--- config.mk ---
export PLATFORM = sky130hd
export DESIGN_NAME = cmdq_status
export DESIGN_NICKNAME = d
export VERILOG_FILES = /design/src/rtl/cmdq_pkg.sv /design/src/rtl/cmdq_decode.sv /design/src/rtl/cmdq_fifo.sv /design/src/rtl/cmdq_errflags.sv /design/src/rtl/cmdq_status.sv
export SDC_FILE = /design/constraint.sdc
export NUM_CORES = 1
export LEC_CHECK = 0
export ABC_CLOCK_PERIOD_IN_PS = 16500
export CORE_ASPECT_RATIO = 2
export CORE_MARGIN = 1
export CORE_UTILIZATION = 54
export DETAILED_ROUTE_END_ITERATION = 10
export PLACE_DENSITY = 0.75
export REMOVE_ABC_BUFFERS = 1
export SLEW_MARGIN = 30
export SYNTH_ARGS = -nofsm -noshare
export SYNTH_HDL_FRONTEND = slang
export SYNTH_HIERARCHICAL = 1
export SYNTH_SLANG_ARGS = --single-unit
--- constraint.sdc ---
create_clock -name clk -period 16.5 [get_ports clk]
set_clock_uncertainty 0.15 [all_clocks]
set_input_delay 3.3 -clock clk [delete_from_list [all_inputs] [get_ports clk]]
set_output_delay 3.3 -clock clk [all_outputs]
set_load 0.01 [all_outputs]
--- src/rtl/cmdq_pkg.sv ---
package cmdq_pkg;

    localparam int STAT_W      = 32;
    localparam int FREE_W      = 12;
    localparam int FB_BUSY_BIT = 24;
    localparam int RP_BUSY_BIT = 25;
    localparam int RDERR_BIT   = 30;
    localparam int OVF_BIT     = 31;

    // Classification of one host access
    typedef enum logic [1:0] {
        ACC_NONE     = 2'd0,
        ACC_CMD      = 2'd1,
        ACC_STATUS   = 2'd2,
        ACC_UNMAPPED = 2'd3
    } acc_kind_e;

    typedef struct packed {
        logic ovf;
        logic rderr;
    } err_flags_t;

    typedef struct packed {
        logic ovf;
        logic rderr;
    } err_evt_t;

    function automatic logic [STAT_W-1:0] pack_status(
        input logic [FREE_W-1:0] free_cnt,
        input logic              fb,
        input logic              rp,
        input err_flags_t        flags
    );
        logic [STAT_W-1:0] w;
        w                = '0;
        w[FREE_W-1:0]    = free_cnt;
        w[FB_BUSY_BIT]   = fb;
        w[RP_BUSY_BIT]   = rp;
        w[RDERR_BIT]     = flags.rderr;
        w[OVF_BIT]       = flags.ovf;
        return w;
    endfunction

endpackage

--- src/rtl/cmdq_decode.sv ---
module cmdq_decode
    import cmdq_pkg::*;
#(
    parameter int             AW          = 8,
    parameter logic [AW-1:0]  CMD_LIMIT   = AW'(128),
    parameter logic [AW-1:0]  STATUS_ADDR = AW'(252)
) (
    input  logic          wr_en,
    input  logic [AW-1:0] wr_addr,
    input  logic          rd_en,
    input  logic [AW-1:0] rd_addr,
    input  logic          rdback_pending,
    output acc_kind_e     wr_kind,
    output acc_kind_e     rd_kind,
    output logic          rderr_evt
);

    function automatic acc_kind_e classify(input logic en, input logic [AW-1:0] a);
        if (!en)                  return ACC_NONE;
        if (a == STATUS_ADDR)     return ACC_STATUS;
        if (a < CMD_LIMIT)        return ACC_CMD;
        return ACC_UNMAPPED;
    endfunction

    always_comb begin
        wr_kind = classify(wr_en, wr_addr);
        // the command window is write-only: any read except status is unmapped
        if (!rd_en)                      rd_kind = ACC_NONE;
        else if (rd_addr == STATUS_ADDR) rd_kind = ACC_STATUS;
        else                             rd_kind = ACC_UNMAPPED;
    end

    always_comb begin
        rderr_evt = 1'b0;
        if (wr_kind == ACC_UNMAPPED)                        rderr_evt = 1'b1;
        if (rd_kind == ACC_UNMAPPED)                        rderr_evt = 1'b1;
        if ((rd_kind == ACC_STATUS) && rdback_pending)      rderr_evt = 1'b1;
    end

endmodule

--- src/rtl/cmdq_fifo.sv ---
module cmdq_fifo #(
    parameter int DEPTH = 16,
    parameter int W     = 40,
    localparam int PTR_W = (DEPTH > 1) ? $clog2(DEPTH) : 1,
    localparam int OCC_W = $clog2(DEPTH + 1)
) (
    input  logic             clk,
    input  logic             rst,
    input  logic             push,
    input  logic [W-1:0]     din,
    input  logic             pop,
    output logic [W-1:0]     dout,
    output logic             valid,
    output logic             full,
    output logic [OCC_W-1:0] occ
);

    logic [W-1:0]     mem [DEPTH];
    logic [PTR_W-1:0] wr_ptr, rd_ptr;
    logic             push_ok, pop_ok;

    assign full    = (occ == OCC_W'(DEPTH));
    assign valid   = (occ != '0);
    assign push_ok = push && !full;
    assign pop_ok  = pop && valid;
    assign dout    = mem[rd_ptr];

    function automatic logic [PTR_W-1:0] bump(input logic [PTR_W-1:0] p);
        return (p == PTR_W'(DEPTH - 1)) ? '0 : p + 1'b1;
    endfunction

    always_ff @(posedge clk) begin
        if (rst) begin
            wr_ptr <= '0;
            rd_ptr <= '0;
            occ    <= '0;
        end else begin
            if (push_ok) wr_ptr <= bump(wr_ptr);
            if (pop_ok)  rd_ptr <= bump(rd_ptr);
            case ({push_ok, pop_ok})
                2'b10:   occ <= occ + 1'b1;
                2'b01:   occ <= occ - 1'b1;
                default: occ <= occ;
            endcase
        end
    end

    always_ff @(posedge clk) begin
        if (push_ok) mem[wr_ptr] <= din;
    end

endmodule

--- src/rtl/cmdq_errflags.sv ---
module cmdq_errflags
    import cmdq_pkg::*;
(
    input  logic       clk,
    input  logic       rst,
    input  err_evt_t   set_evt,
    input  err_evt_t   clr_evt,
    output err_flags_t flags
);

    // a set in the same cycle as a clear wins, so no event is lost
    always_ff @(posedge clk) begin
        if (rst) begin
            flags <= '0;
        end else begin
            flags.ovf   <= set_evt.ovf   | (flags.ovf   & ~clr_evt.ovf);
            flags.rderr <= set_evt.rderr | (flags.rderr & ~clr_evt.rderr);
        end
    end

endmodule

--- src/rtl/cmdq_status.sv ---
module cmdq_status
    import cmdq_pkg::*;
#(
    parameter int             AW          = 8,
    parameter int             DEPTH       = 16,   // at most 4095 (12-bit free count)
    parameter logic [AW-1:0]  CMD_LIMIT   = AW'(128),
    parameter logic [AW-1:0]  STATUS_ADDR = AW'(252)
) (
    input  logic          clk,
    input  logic          rst,
    input  logic          host_wr_en,
    input  logic [AW-1:0] host_wr_addr,
    input  logic [31:0]   host_wr_data,
    input  logic          host_rd_en,
    input  logic [AW-1:0] host_rd_addr,
    input  logic          rdback_pending,
    output logic          host_rd_valid,
    output logic [31:0]   host_rd_data,
    input  logic          fb_busy,
    input  logic          rp_busy,
    output logic          cmd_valid,
    output logic [AW-1:0] cmd_addr,
    output logic [31:0]   cmd_data,
    input  logic          cmd_pop,
    output logic          engine_idle
);

    localparam int ENT_W = AW + 32;
    localparam int OCC_W = $clog2(DEPTH + 1);

    acc_kind_e          wr_kind, rd_kind;
    logic               rderr_evt;
    logic               q_full;
    logic [OCC_W-1:0]   q_occ;
    logic [ENT_W-1:0]   q_head;
    logic [FREE_W-1:0]  free_cnt;
    err_evt_t           set_evt, clr_evt;
    err_flags_t         flags;
    logic [STAT_W-1:0]  status_w;
    logic               rd_valid_q;
    logic [31:0]        rd_data_q;

    cmdq_decode #(
        .AW(AW), .CMD_LIMIT(CMD_LIMIT), .STATUS_ADDR(STATUS_ADDR)
    ) u_dec (
        .wr_en(host_wr_en), .wr_addr(host_wr_addr),
        .rd_en(host_rd_en), .rd_addr(host_rd_addr),
        .rdback_pending(rdback_pending),
        .wr_kind(wr_kind), .rd_kind(rd_kind), .rderr_evt(rderr_evt)
    );

    cmdq_fifo #(.DEPTH(DEPTH), .W(ENT_W)) u_fifo (
        .clk(clk), .rst(rst),
        .push(wr_kind == ACC_CMD),
        .din({host_wr_addr, host_wr_data}),
        .pop(cmd_pop),
        .dout(q_head), .valid(cmd_valid), .full(q_full), .occ(q_occ)
    );

    always_comb begin
        set_evt.ovf   = (wr_kind == ACC_CMD) && q_full;
        set_evt.rderr = rderr_evt;
        clr_evt.ovf   = (wr_kind == ACC_STATUS) && host_wr_data[OVF_BIT];
        clr_evt.rderr = (wr_kind == ACC_STATUS) && host_wr_data[RDERR_BIT];
    end

    cmdq_errflags u_err (
        .clk(clk), .rst(rst),
        .set_evt(set_evt), .clr_evt(clr_evt), .flags(flags)
    );

    assign free_cnt = FREE_W'(DEPTH) - FREE_W'(q_occ);
    assign status_w = pack_status(free_cnt, fb_busy, rp_busy, flags);

    always_ff @(posedge clk) begin
        if (rst) begin
            rd_valid_q <= 1'b0;
            rd_data_q  <= '0;
        end else begin
            rd_valid_q <= host_rd_en;
            rd_data_q  <= (rd_kind == ACC_STATUS) ? status_w : '0;
        end
    end

    assign host_rd_valid = rd_valid_q;
    assign host_rd_data  = rd_data_q;
    assign cmd_addr      = q_head[ENT_W-1 -: AW];
    assign cmd_data      = q_head[31:0];
    assign engine_idle   = !fb_busy && !rp_busy && (q_occ == '0);

endmodule

# After elaboration in Yosys (flattened, before gate mapping)
# Memories as Yosys holds them, arrays and structs flattened. A register that Yosys moved wholly into a read port is not among the register bits.
# Index checks and enable logic that the tools add are counted.
# classes
add_sub_neg	5
mul	0
div	0
n_lt_le_gt_ge	1
n_eq_ne	12
shifts	0
mux	23
bitwise	7
n_reduce_logical	15
# ops
operator	n
$eq 8x8->1 const B	2
$mux 4	4
$mux 2	7
$mux 1	11
$eq 2x2->1 const B	5
$pmux 5 s2	1
$add 4x1->4 const B	2
$eq 4x4->1 const B	2
$logic_and 1x1->1	8
$lt 8x8->1 const B	1
$sub 5x5->6 const A	1
$add 5x1->5 const B	1
$eq 5x5->1 const B	1
$logic_not 5->1	1
$reduce_bool 5->1	1
$sub 5x1->5 const B	1
$eq 2x1->1 const B	2
$logic_not 1->1	3
$not 1->1	3
$and 1x1->1	2
$or 1x1->1	2
$reduce_bool 2->1	1
$reduce_or 2->1	1
# word_totals
register_bits	48
latchBits	0
ram_bits	640
mem_bits_ro	0
inputBits	56
out_inout_bits	75
elab_cells	72
mem_count	1
# memory_table
name	words	word_bits	rd	rd_clocked_by_memory_dff	wr	line_no	rtl
u_fifo.mem	16	40	1	1	1	cmdq_fifo.sv:18	logic [W-1:0] mem [DEPTH];

# Logic depth before layout (Yosys ltp)
# Gate-level depths: netlist (run 1).
# logic_depth
depth_word	13
depth_mapped	14
mapped_depth_nobuf	13

# Cells and area by module
# Netlist (run 1), hierarchy kept.
# modules_own_cells
module	n_inst	cells_per_inst	area_per_inst_um2	seq_area_each_um2
cmdq_fifo	1	1107	24946.4	19558.8
cmdq_status	1	60	579.3	220.2
cmdq_decode	1	10	75.1	0.0
cmdq_errflags	1	8	70.1	40.0

# Worst setup path before layout (run 1)
# Ideal clock, no wire load.
# synth_timing
path_kind	input port to flip-flop
start	input host_wr_addr[4]
end	memory u_fifo.mem[7][0], enable pin
setup_ns	0.487
arrival_ns	7.061
t_required_ns	15.863
path_slack_ns	8.802
stages	7
path_buffers	0
path_cell_list	nand4_1 > or4_4 > and2_2 > nor2b_1 > a21boi_2 > inv_1 > nor3_1
# synth_between
elab_chain_len	11
word_cells_on_any_way	16
cone_classes	order compare: 1; eq/ne: 2; mux: 12; reduce/logical: 1
# synth_rtl
item	line_no	rtl
start: declaration	cmdq_status.sv:12	input logic [AW-1:0] host_wr_addr,
$lt 8x8->1	cmdq_decode.sv:21	if (a < CMD_LIMIT) return ACC_CMD;
$mux 1 (2 in series)	cmdq_decode.sv:21	
$mux 1	cmdq_decode.sv:20	if (a == STATUS_ADDR) return ACC_STATUS;
$mux 2	cmdq_decode.sv:22	return ACC_UNMAPPED;
$mux 2 *	cmdq_decode.sv:21	
$mux 2 *	cmdq_decode.sv:20	
net wr_kind[0]	cmdq_status.sv:31	acc_kind_e wr_kind, rd_kind;
$eq 2x1->1 *	cmdq_status.sv:54	.push(wr_kind == ACC_CMD),
$logic_and 1x1->1 *	cmdq_fifo.sv:24	assign push_ok = push && !full;
$mux 1 *	cmdq_fifo.sv:49	if (push_ok) mem[wr_ptr] <= din;
$mux 1 (implied by the code) *	cmdq_fifo.sv:49	
end: declaration	cmdq_fifo.sv:18	
# The timed path passes the listed nets; every way through them passes the cells marked *. The select of a mux whose other input is x is not followed.

# Worst setup path in the final report (run 1)
# layout_timing
start	input rp_busy
end	output engine_idle
# layout_between
elab_chain_len	3
# layout_rtl
item	line_no	rtl
start: declaration	cmdq_status.sv:20	input logic rp_busy,
$logic_not 1->1	cmdq_status.sv:89	assign engine_idle = !fb_busy && !rp_busy && (q_occ == '0);
$logic_and 1x1->1 (2 in series)	cmdq_status.sv:89	
end: declaration	cmdq_status.sv:25	output logic engine_idle
# Every way passes these cells.

==> reports/metrics.cfg, run 1 <==
[synth]
synth-seq-cells=670
async_reset_ff_share_pct=0
synth_mux_area_share_pct=14.2
postSynthCellCount=1185
synth_area_mm2=0.0257
synth-edff-count=640
synthesized_area_divided_by_synthesized_cell_count_um2=21.7
yosysWarnings=6
yosys.area_share.simple_pct=2.64
synth_adder_area_share_pct=0.536
synth.yosys.seq_area_share_pct=77.2
synthFlopType=sky130_fd_sc_hd__edfxtp_1
yosys.area_share.xor_xnor_pct=0.205
synth_cell_types=52
fraction_of_the_mapped_netlist_area_in_compound_gates_pct=3.04
synth_top_family_by_area=multiplexers

[worst_setup_path]
crit_path_required_time_ns=13.05
setup.worst_path.start_class=primary input
worst-endpoint-arrival_ns=4.49
critical_path_class=primary input to primary output
setup.reg_to_reg.worst_slack_ns=13.16
end_kind=primary output
critPathMaxFanout=2

[grt]
grt_max_degree=54
global_route.overflow_total=0
first_global_vias=13000
global_route_wire_length_before_repair_mm=80.2
grt.total_usage_pct=23.2
initial_antenna_violation_count=2

[sta]
layout_min_cycle_time_ns=7.94
drv_slew=0
final-hold-violation-count=0
worst_slew_pin_slew_ns=0.888
rsz0062_at_grt=no
setup_tns_ns=0
slew_headroom_pct=40.6
fin_crit_sh_pct=48.1
max_clock_freq_mhz=126
final-setup-viol-count=0

[route]
detail_route.vias_per_cell=6.18
route.final.wire_length_mm=53.9
detail_route.first_pass.iterations=5
ant_nets=0
drt_first_iter_violations=1117
drcViolationCount=0
average_wire_length_per_cell_after_detail_routing_um=27.1
detailroute.via_count=12300

[run_status]
run_status=finished clean

[floorplanning]
initial_core_util_pct=54.8
total_die_area_mm2=0.0485
fp.dieH_um=310
placeableCoreArea_mm2=0.0468
pin_count=131
rows=112
chipWidth_um=156

[pwr]
vdd.ir_drop.worst_v=0.000108
power_density_mw_per_mm2=136
power_leakage_nw=9.17

[clocking]
worst_setup_hold_path_clk_slew_ns=0.07
post_cts.resized_instances=0
cts_hold_buffers=0
numClockSinks=670
clk_path_buf_depth=3
cts_setup_buffers=0
cts_buffers=54
insertion_delay_ns=0.59
tritoncts=yes
cts.htree.levels=2
ctsRootBufferMaster=sky130_fd_sc_hd__clkbuf_16

[run]
maxCapViolCount=0

[placed_design]
routabilityCongestion=0.745
dpl.hpwl_mm=27.2
port_buffers=114
placedCellCount=1884

[final_layout]
layout-area-overhead-vs-synth_pct=14.3
fin_nets=1380
final.fill_count=3129
drive_gt1_share_pct=22.5
mostFrequentLayoutCell=sky130_fd_sc_hd__edfxtp_1
final_cells=1986
most-common-layout-cells=640 x sky130_fd_sc_hd__edfxtp_1, 160 x sky130_fd_sc_hd__mux4_2, 114 x sky130_fd_sc_hd__clkdlybuf4s50_1

[worst_hold_path]
hp-class=register to register

[final cells by class]
type	count	area [µm²]	share of cell area, %
clock buffer	71	1560	5.33
tap	627	785	2.67
antenna	1	2.50	0.00853
multi-input combinational	434	5490	18.7
inverter	11	41.3	0.141
sequential	670	19800	67.6
timing repair buffer	142	1370	4.67
clock inverter	30	269	0.917
[state kept, by name, indices dropped and copies added (netlist names), named ones only]
signal and count:
u_fifo/mem 640, host_rd_data 10, u_fifo/occ 5, u_fifo/rd_ptr 4, u_fifo/wr_ptr 4, u_err/flags 2
host_rd_valid 1
[path summary, 6_finish.rpt]
check,from,to,cells after the start
worst max-delay path,rp_busy,engine_idle,3
worst min-delay path,u_err/flags[1],host_rd_data[31],1
worst max register to register,u_fifo/occ[0],u_fifo/occ[4],10
worst min register to register,u_err/flags[1],host_rd_data[31],1
[power by group]
part	total [mW]	switching [mW]	internal, mW
logic	0.729	0.337	0.392
clock network	1.31	0.575	0.735
registers	1.96	0.0503	1.91
total	4.00	0.963	3.03
[kinds of logic after synthesis]
group,Yosys count
AO/OA/AOI/OAI,105
XOR/XNOR,6
adder cells (fa/ha/maj),11
buffers and inverters,96
flip-flops,670
multiplexers,164
other,1
AND/OR/NAND/NOR,132
[routing by layer]
metal,global-route usage [%],up-vias,wire length [µm]
met1,28.8,6465,19700
met3,3.25,121,3460
li1,-,5156,-
met2,40.8,536,28600
met4,10.0,2,2110
met5,0,-,13
[Yosys cell counts (11+ instances only)]
library cell / number / area (µm²)
sky130_fd_sc_hd__a22oi_1: 80 / 601
sky130_fd_sc_hd__buf_2: 19 / 95.1
sky130_fd_sc_hd__buf_4: 24 / 180
sky130_fd_sc_hd__buf_6: 11 / 124
sky130_fd_sc_hd__clkbuf_1: 29 / 109
sky130_fd_sc_hd__dfxtp_1: 30 / 601
sky130_fd_sc_hd__edfxtp_1: 640 / 19200
sky130_fd_sc_hd__ha_1: 11 / 138
sky130_fd_sc_hd__inv_1: 11 / 41.3
sky130_fd_sc_hd__mux4_2: 160 / 3600
sky130_fd_sc_hd__nand2_1: 55 / 206
sky130_fd_sc_hd__nor2_1: 21 / 78.8
[critical path: stages]
cell                              delay (ns)
sky130_fd_sc_hd__clkdlybuf4s50_1        0.42
sky130_fd_sc_hd__nor3b_1                0.20
sky130_fd_sc_hd__clkdlybuf4s50_1        0.57
[per-stage QoR]
| step | hold WS [ns] | power, mW | worst slack [ns] | utilization [%] | area (µm²) |
|---|---|---|---|---|---|
| 6_report | 0.320 | 4.00 | 8.56 | 62.7 | 29300 |
| 5_1_grt | 0.339 | 4.14 | 8.49 | 62.7 | 29300 |
| 4_1_cts | 0.324 | 4.03 | 8.43 | 62.7 | 29300 |
| 3_5_place_dp | 0.298 | 2.73 | 8.54 | 58.8 | 27500 |
| 3_3_place_gp | 0.310 | 2.72 | 8.52 | 58.7 | 27500 |
| 2_1_floorplan | 0.281 | 2.57 | 5.51 | - | 25200 |
Power figures use the tool's default switching activity.
==> inputs of run 2 (changes only) <==
--- a/config.mk
+++ b/config.mk
@@ -5,12 +5,12 @@
 export SDC_FILE = /design/constraint.sdc
 export NUM_CORES = 1
 export LEC_CHECK = 0
-export ABC_CLOCK_PERIOD_IN_PS = 16500
+export ABC_CLOCK_PERIOD_IN_PS = 6950
 export CORE_ASPECT_RATIO = 2
 export CORE_MARGIN = 1
 export CORE_UTILIZATION = 54
 export DETAILED_ROUTE_END_ITERATION = 10
-export PLACE_DENSITY = 0.75
+export PLACE_DENSITY = 0.78
 export REMOVE_ABC_BUFFERS = 1
 export SLEW_MARGIN = 30
 export SYNTH_ARGS = -nofsm -noshare
==> constraint.sdc (replaced) <==
create_clock -name clk -period 6.95 [get_ports clk]
set_clock_uncertainty 0.15 [all_clocks]
set_input_delay 1.39 -clock clk [delete_from_list [all_inputs] [get_ports clk]]
set_output_delay 1.39 -clock clk [all_outputs]
set_load 0.01 [all_outputs]
==> run 2 against run 1 <==
Count of clock-buffer cells in the layout fell by 6. Sequential cell count stayed put. Setup slack worse by 6.9 ns. Critical path depth rose by 11. Hold slack better by 0.0019 ns. Clock power increased by 120%. Sequential share of layout area is 0.11 points higher. Critical path type is now primary input to register. Critical endpoint is now u_fifo/occ[4]. Largest power group unchanged. Highest routed layer is now met4.
==> reports/metrics.cfg, run 2 (synthesis gave the netlist of run 1 again) <==
[worst_setup_path]
setup.worst_path.start_class=primary input
worst_r2r_endpoint=u_fifo/occ[4]
critPathMaxFanout=17
critical_path_class=primary input to register
end_kind=register
worstReg2RegStart=u_fifo/occ[0]
endpoint=u_fifo/occ[4]
crit_path_required_time_ns=7.32
setup.worst_path.start=host_wr_addr[4]
ff2ff_path_depth=10
setup.reg_to_reg.worst_slack_ns=3.51
worst-endpoint-arrival_ns=5.68

[pwr]
power.combinational.fraction_pct=18.9
net_switching_fraction_of_the_power_pct=24.6
switchingPower_mw=2.31
power_leakage_nw=9.14
p_int_mw=7.05
pwr-share-clk_pct=31.4
vdd.ir_drop.worst_v=0.000273
share_seq_of_total_power_pct=49.8
power_density_mw_per_mm2=320

[sta]
drv_slew=0
rsz0062_at_grt=no
least_setup_slack_across_all_paths_after_layout_ns=1.64
slew_headroom_pct=35.2
max_clock_freq_mhz=188
final-setup-viol-count=0
fin_crit_sh_pct=76.5
worst_slew_pin_slew_ns=0.970
final-hold-violation-count=0
layout_min_cycle_time_ns=5.31

[clocking]
cts_setup_buffers=0
clk_path_buf_depth=3
numClockSinks=670
worst_setup_hold_path_clk_slew_ns=0.07
cts_buffers=52
cts_hold_buffers=0
tritoncts=yes
ctsRootBufferMaster=sky130_fd_sc_hd__clkbuf_16
post_cts.resized_instances=0
cts.htree.levels=2
insertion_delay_ns=0.58

[route]
drcViolationCount=0
average_wire_length_per_cell_after_detail_routing_um=27.6
detailroute.via_count=12400
detail_route.first_pass.iterations=5
drt_first_iter_violations=1095
ant_nets=0
detail_route.vias_per_cell=6.22
route.final.wire_length_mm=54.8

[final_layout]
max_ffs_per_register=640
largest_register=u_fifo/mem
drive_gt1_share_pct=22.1
area.sequential_mm2=0.0198
final_cells=1988
mostFrequentLayoutCell=sky130_fd_sc_hd__edfxtp_1
fin_nets=1387
multiInputGateArea_mm2=0.00548
most-common-layout-cells=640 x sky130_fd_sc_hd__edfxtp_1, 160 x sky130_fd_sc_hd__mux4_2, 114 x sky130_fd_sc_hd__clkdlybuf4s50_1
final.fill_count=3131
layout-area-overhead-vs-synth_pct=14.1

[worst_hold_path]
hp-class=register to register
hold_start=u_err/flags[0]

[placed_design]
dpl.hpwl_mm=30.5
routabilityCongestion=0.748
port_buffers=114
dp_slack_ns=1.15
placedCellCount=1891

[floorplanning]
fp.dieH_um=310
pin_count=131
total_die_area_mm2=0.0485
initial_core_util_pct=54.8
rows=112
chipWidth_um=156
placeableCoreArea_mm2=0.0468

[grt]
initial_antenna_violation_count=1
global_route_wire_length_before_repair_mm=81.5
first_global_vias=13100
global_route.overflow_total=0
grt.total_usage_pct=23.4
grt_max_degree=59

[run_status]
run_status=finished clean

[run]
maxCapViolCount=0

run 2: changes by cell type in the layout (fill, tap and decap cells not counted), sizes merged:
cell	before	now
buf	28	37
bufinv	4	5
clkbuf	71	65
clkinv	23	19
clkinvlp	1	2
inv	13	14
run 2: layout make-up:
| type | instances | area share, % |
|---|---|---|
| Clock buffer | 65 | 4.64 |
| Inverter | 11 | 0.141 |
| Clock inverter | 29 | 0.986 |
| Timing Repair Buffer | 151 | 5.16 |
| Tap cell | 627 | 2.68 |
| Multi-Input combinational cell | 434 | 18.7 |
| Antenna cell | 1 | 0.00854 |
| Sequential cell | 670 | 67.7 |
run 2: worst min-delay path by stage:
stage	slack [ns]	cells after the start	to
finish	0.32	1	host_rd_data[30]
global route	0.33	1	host_rd_data[30]
CTS	0.33	1	host_rd_data[30]
detailed placement	0.31	1	host_rd_data[31]
global placement	0.30	1	host_rd_data[31]
floorplan	0.28	1	host_rd_data[30]
run 2: worst max-delay path: stages:
cell                              delay, ns
sky130_fd_sc_hd__clkdlybuf4s50_1       0.85
sky130_fd_sc_hd__nand4_1               0.28
sky130_fd_sc_hd__or4_4                 0.52
sky130_fd_sc_hd__and2_2                0.22
sky130_fd_sc_hd__nor2b_1               0.15
sky130_fd_sc_hd__a21boi_2              0.22
sky130_fd_sc_hd__inv_1                 0.16
sky130_fd_sc_hd__ha_1                  0.38
sky130_fd_sc_hd__xor2_1                0.22
sky130_fd_sc_hd__ha_1                  0.21
sky130_fd_sc_hd__a21oi_1               0.09
sky130_fd_sc_hd__a221oi_1              0.42
sky130_fd_sc_hd__or4b_1                0.47
sky130_fd_sc_hd__nand3_1               0.09
run 2: routing by layer:
layer	part of all wire [%]	up-vias	track usage, %
li1	-	5175	-
met1	35	6512	28.0
met2	55	551	42.6
met3	6.3	119	3.12
met4	3.2	0	8.85
met5	0	-	0
run 2: per-stage QoR:
step / utilization, % / power, mW / TNS, ns / instance area [µm²] / hold slack, ns
2_1_floorplan: - / 6.11 / -85.26 / 25200 / 0.281
3_3_place_gp: 58.9 / 6.48 / 0 / 27500 / 0.302
3_5_place_dp: 59.0 / 6.53 / 0 / 27600 / 0.313
4_1_cts: 62.5 / 9.43 / 0 / 29300 / 0.330
5_1_grt: 62.6 / 9.69 / 0 / 29300 / 0.333
6_report: 62.6 / 9.36 / 0 / 29300 / 0.322
run 2: power by group through the flow:
stage	Combinational, mW	Clock, mW	Sequential, mW
global placement	1.71	0	4.76
CTS	1.79	2.97	4.66
global route	1.90	3.11	4.68
floorplan	1.23	0	4.88
detailed placement	1.78	0	4.75
finish	1.77	2.94	4.66
==> inputs of run 3 (changes only) <==
--- a/config.mk
+++ b/config.mk
@@ -5,7 +5,7 @@
 export SDC_FILE = /design/constraint.sdc
 export NUM_CORES = 1
 export LEC_CHECK = 0
-export ABC_CLOCK_PERIOD_IN_PS = 6950
+export ABC_CLOCK_PERIOD_IN_PS = 4600
 export CORE_ASPECT_RATIO = 2
 export CORE_MARGIN = 1
 export CORE_UTILIZATION = 54
==> constraint.sdc (replaced) <==
create_clock -name clk -period 4.6 [get_ports clk]
set_clock_uncertainty 0.15 [all_clocks]
set_input_delay 0.92 -clock clk [delete_from_list [all_inputs] [get_ports clk]]
set_output_delay 0.92 -clock clk [all_outputs]
set_load 0.01 [all_outputs]
==> run 3 against run 2 <==
Register-to-register slack got worse by 2.2 ns. Non-clock buffer count rose by 22. Critical path type is now register to primary output. Setup slack got worse by 1.2 ns. Sequential cell count did not move. Final area rose by 1.4%. Utilization rose by 0.89 points. First-iteration DRC count rose by 1.5%. Count of clock-buffer cells in the layout rose by 3.
==> reports/metrics.cfg, run 3 (synthesis gave the netlist of run 1 again) <==
[run_status]
run_status=finished clean

[final_layout]
layout-area-overhead-vs-synth_pct=15.8
largest_register=u_fifo/mem
max_ffs_per_register=640
fin_nets=1410
antenna-diode-count=0
mostFrequentLayoutCell=sky130_fd_sc_hd__edfxtp_1
most-common-layout-cells=640 x sky130_fd_sc_hd__edfxtp_1, 160 x sky130_fd_sc_hd__mux4_2, 114 x sky130_fd_sc_hd__clkdlybuf4s50_1
final.fill_count=3084
drive_gt1_share_pct=24.0

[route]
average_wire_length_per_cell_after_detail_routing_um=27.2
drt_first_iter_violations=1111
route.final.wire_length_mm=54.8
drcViolationCount=0
detailroute.via_count=12300
detail_route.first_pass.iterations=5
detail_route.vias_per_cell=6.14
ant_nets=0

[worst_setup_path]
setup.worst_path.start_class=register
end_kind=primary output
worst_r2r_endpoint=u_fifo/occ[4]
worstReg2RegStart=u_fifo/occ[0]
endpoint=cmd_data[16]
critical_path_class=register to primary output
slowest_stage=sky130_fd_sc_hd__dfxtp_4
crit_path_required_time_ns=3.53
cpLargestDelayFamily=buffers and inverters
timing.critical_path.slowest_cell_delay_ns=0.53
path_cells=buf_12 > buf_4 > mux4_2 > a22oi_1 > nand2_1 > clkdlybuf4s50_1
critPathBufInv=3
critPathMaxFanout=19
setup.reg_to_reg.worst_slack_ns=1.34
worst-endpoint-arrival_ns=3.05
ff2ff_path_depth=10
crit_cells=6

[floorplanning]
placeableCoreArea_mm2=0.0468
initial_core_util_pct=54.8
chipWidth_um=156
pin_count=131
total_die_area_mm2=0.0485
rows=112
fp.dieH_um=310

[placed_design]
dpl.hpwl_mm=31.9
port_buffers=114
routabilityCongestion=0.795

[clocking]
cts_setup_buffers=0
cts_buffers=53
worst_setup_hold_path_clk_slew_ns=0.07
post_cts.resized_instances=0
numClockSinks=670
insertion_delay_ns=0.59
tritoncts=yes
cts.htree.levels=2
cts_hold_buffers=0
ctsRootBufferMaster=sky130_fd_sc_hd__clkbuf_16
clk_path_buf_depth=3

[sta]
slew_headroom_pct=40.5
fin_crit_sh_pct=89.6
layout_min_cycle_time_ns=4.12
rsz0062_at_grt=no
setup_tns_ns=0
max_clock_freq_mhz=243
final-hold-violation-count=0
drv_slew=0
final-setup-viol-count=0
worst_slew_pin_slew_ns=0.890

[worst_hold_path]
hp-class=register to register
hold_start=u_err/flags[1]

[grt]
initial_antenna_violation_count=0
global_route.overflow_total=0
grt.total_usage_pct=23.5
global_route_wire_length_before_repair_mm=81.5
first_global_vias=13100
grt_max_degree=49

[pwr]
power_leakage_nw=9.34
power_density_mw_per_mm2=488
power.total_mw=14.5
vdd.ir_drop.worst_v=0.000356

[run]
maxCapViolCount=0

==> run 3: stage by stage <==
| stage | setup WS (ns) | instance area (µm²) | std cells | hold slack, ns | utilization (%) |
|---|---|---|---|---|---|
| after CTS | 0.425 | 29700 | 2012 | 0.325 | 63.5 |
| final | 0.479 | 29700 | 2012 | 0.320 | 63.5 |
| after detailed placement | -0.00142 | 27900 | 1915 | 0.306 | 59.6 |
| after global routing | 0.369 | 29700 | 2012 | 0.331 | 63.5 |
| after floorplan | -4.01 | 25200 | 1115 | 0.281 | - |
| after global placement | 0.00798 | 27900 | 1915 | 0.306 | 59.6 |
==> run 3: area by class of cell <==
class	instances	area [µm²]	area share (%)
Timing Repair Buffer	173	1770	5.96
Inverter	11	41.3	0.139
Clock buffer	68	1480	4.97
Clock inverter	29	325	1.09
Sequential cell	670	19800	66.7
Tap cell	627	785	2.64
Multi-Input combinational cell	434	5490	18.5
==> run 3: worst reg2reg max path, stage by stage (launching register included) <==
cell                       delay [ns]
sky130_fd_sc_hd__dfxtp_1         0.45
sky130_fd_sc_hd__or4_4           0.60
sky130_fd_sc_hd__o21ai_2         0.25
sky130_fd_sc_hd__inv_1           0.12
sky130_fd_sc_hd__ha_1            0.26
sky130_fd_sc_hd__ha_1            0.35
sky130_fd_sc_hd__nor3b_1         0.28
sky130_fd_sc_hd__a221oi_1        0.11
sky130_fd_sc_hd__buf_4           0.16
sky130_fd_sc_hd__or4_1           0.40
sky130_fd_sc_hd__nand3_1         0.08
==> run 3: worst min-delay path by stage <==
stage,to,slack [ns],cells past startpoint
2_1_floorplan,host_rd_data[30],0.28,1
3_3_place_gp,host_rd_data[30],0.31,1
3_5_place_dp,host_rd_data[31],0.31,1
4_1_cts,host_rd_data[31],0.33,1
5_1_grt,host_rd_data[31],0.33,1
6_report,host_rd_data[31],0.32,1
==> run 3: power by group <==
part	internal (mW)	total, mW	switching, mW	leakage (nW)
clock network	2.66	4.71	2.05	0.889
logic	1.50	2.82	1.31	2.44
registers	6.84	6.99	0.144	6.02
total	11.0	14.5	3.51	9.34
==> run 3: routing by layer <==
metal	vias up	GRT usage (%)	share of wire, %
met2	605	42.9	55
met4	0	10.1	3.9
met5	-	0	0
met1	6388	27.9	34
li1	5226	-	-
met3	129	2.74	6.5
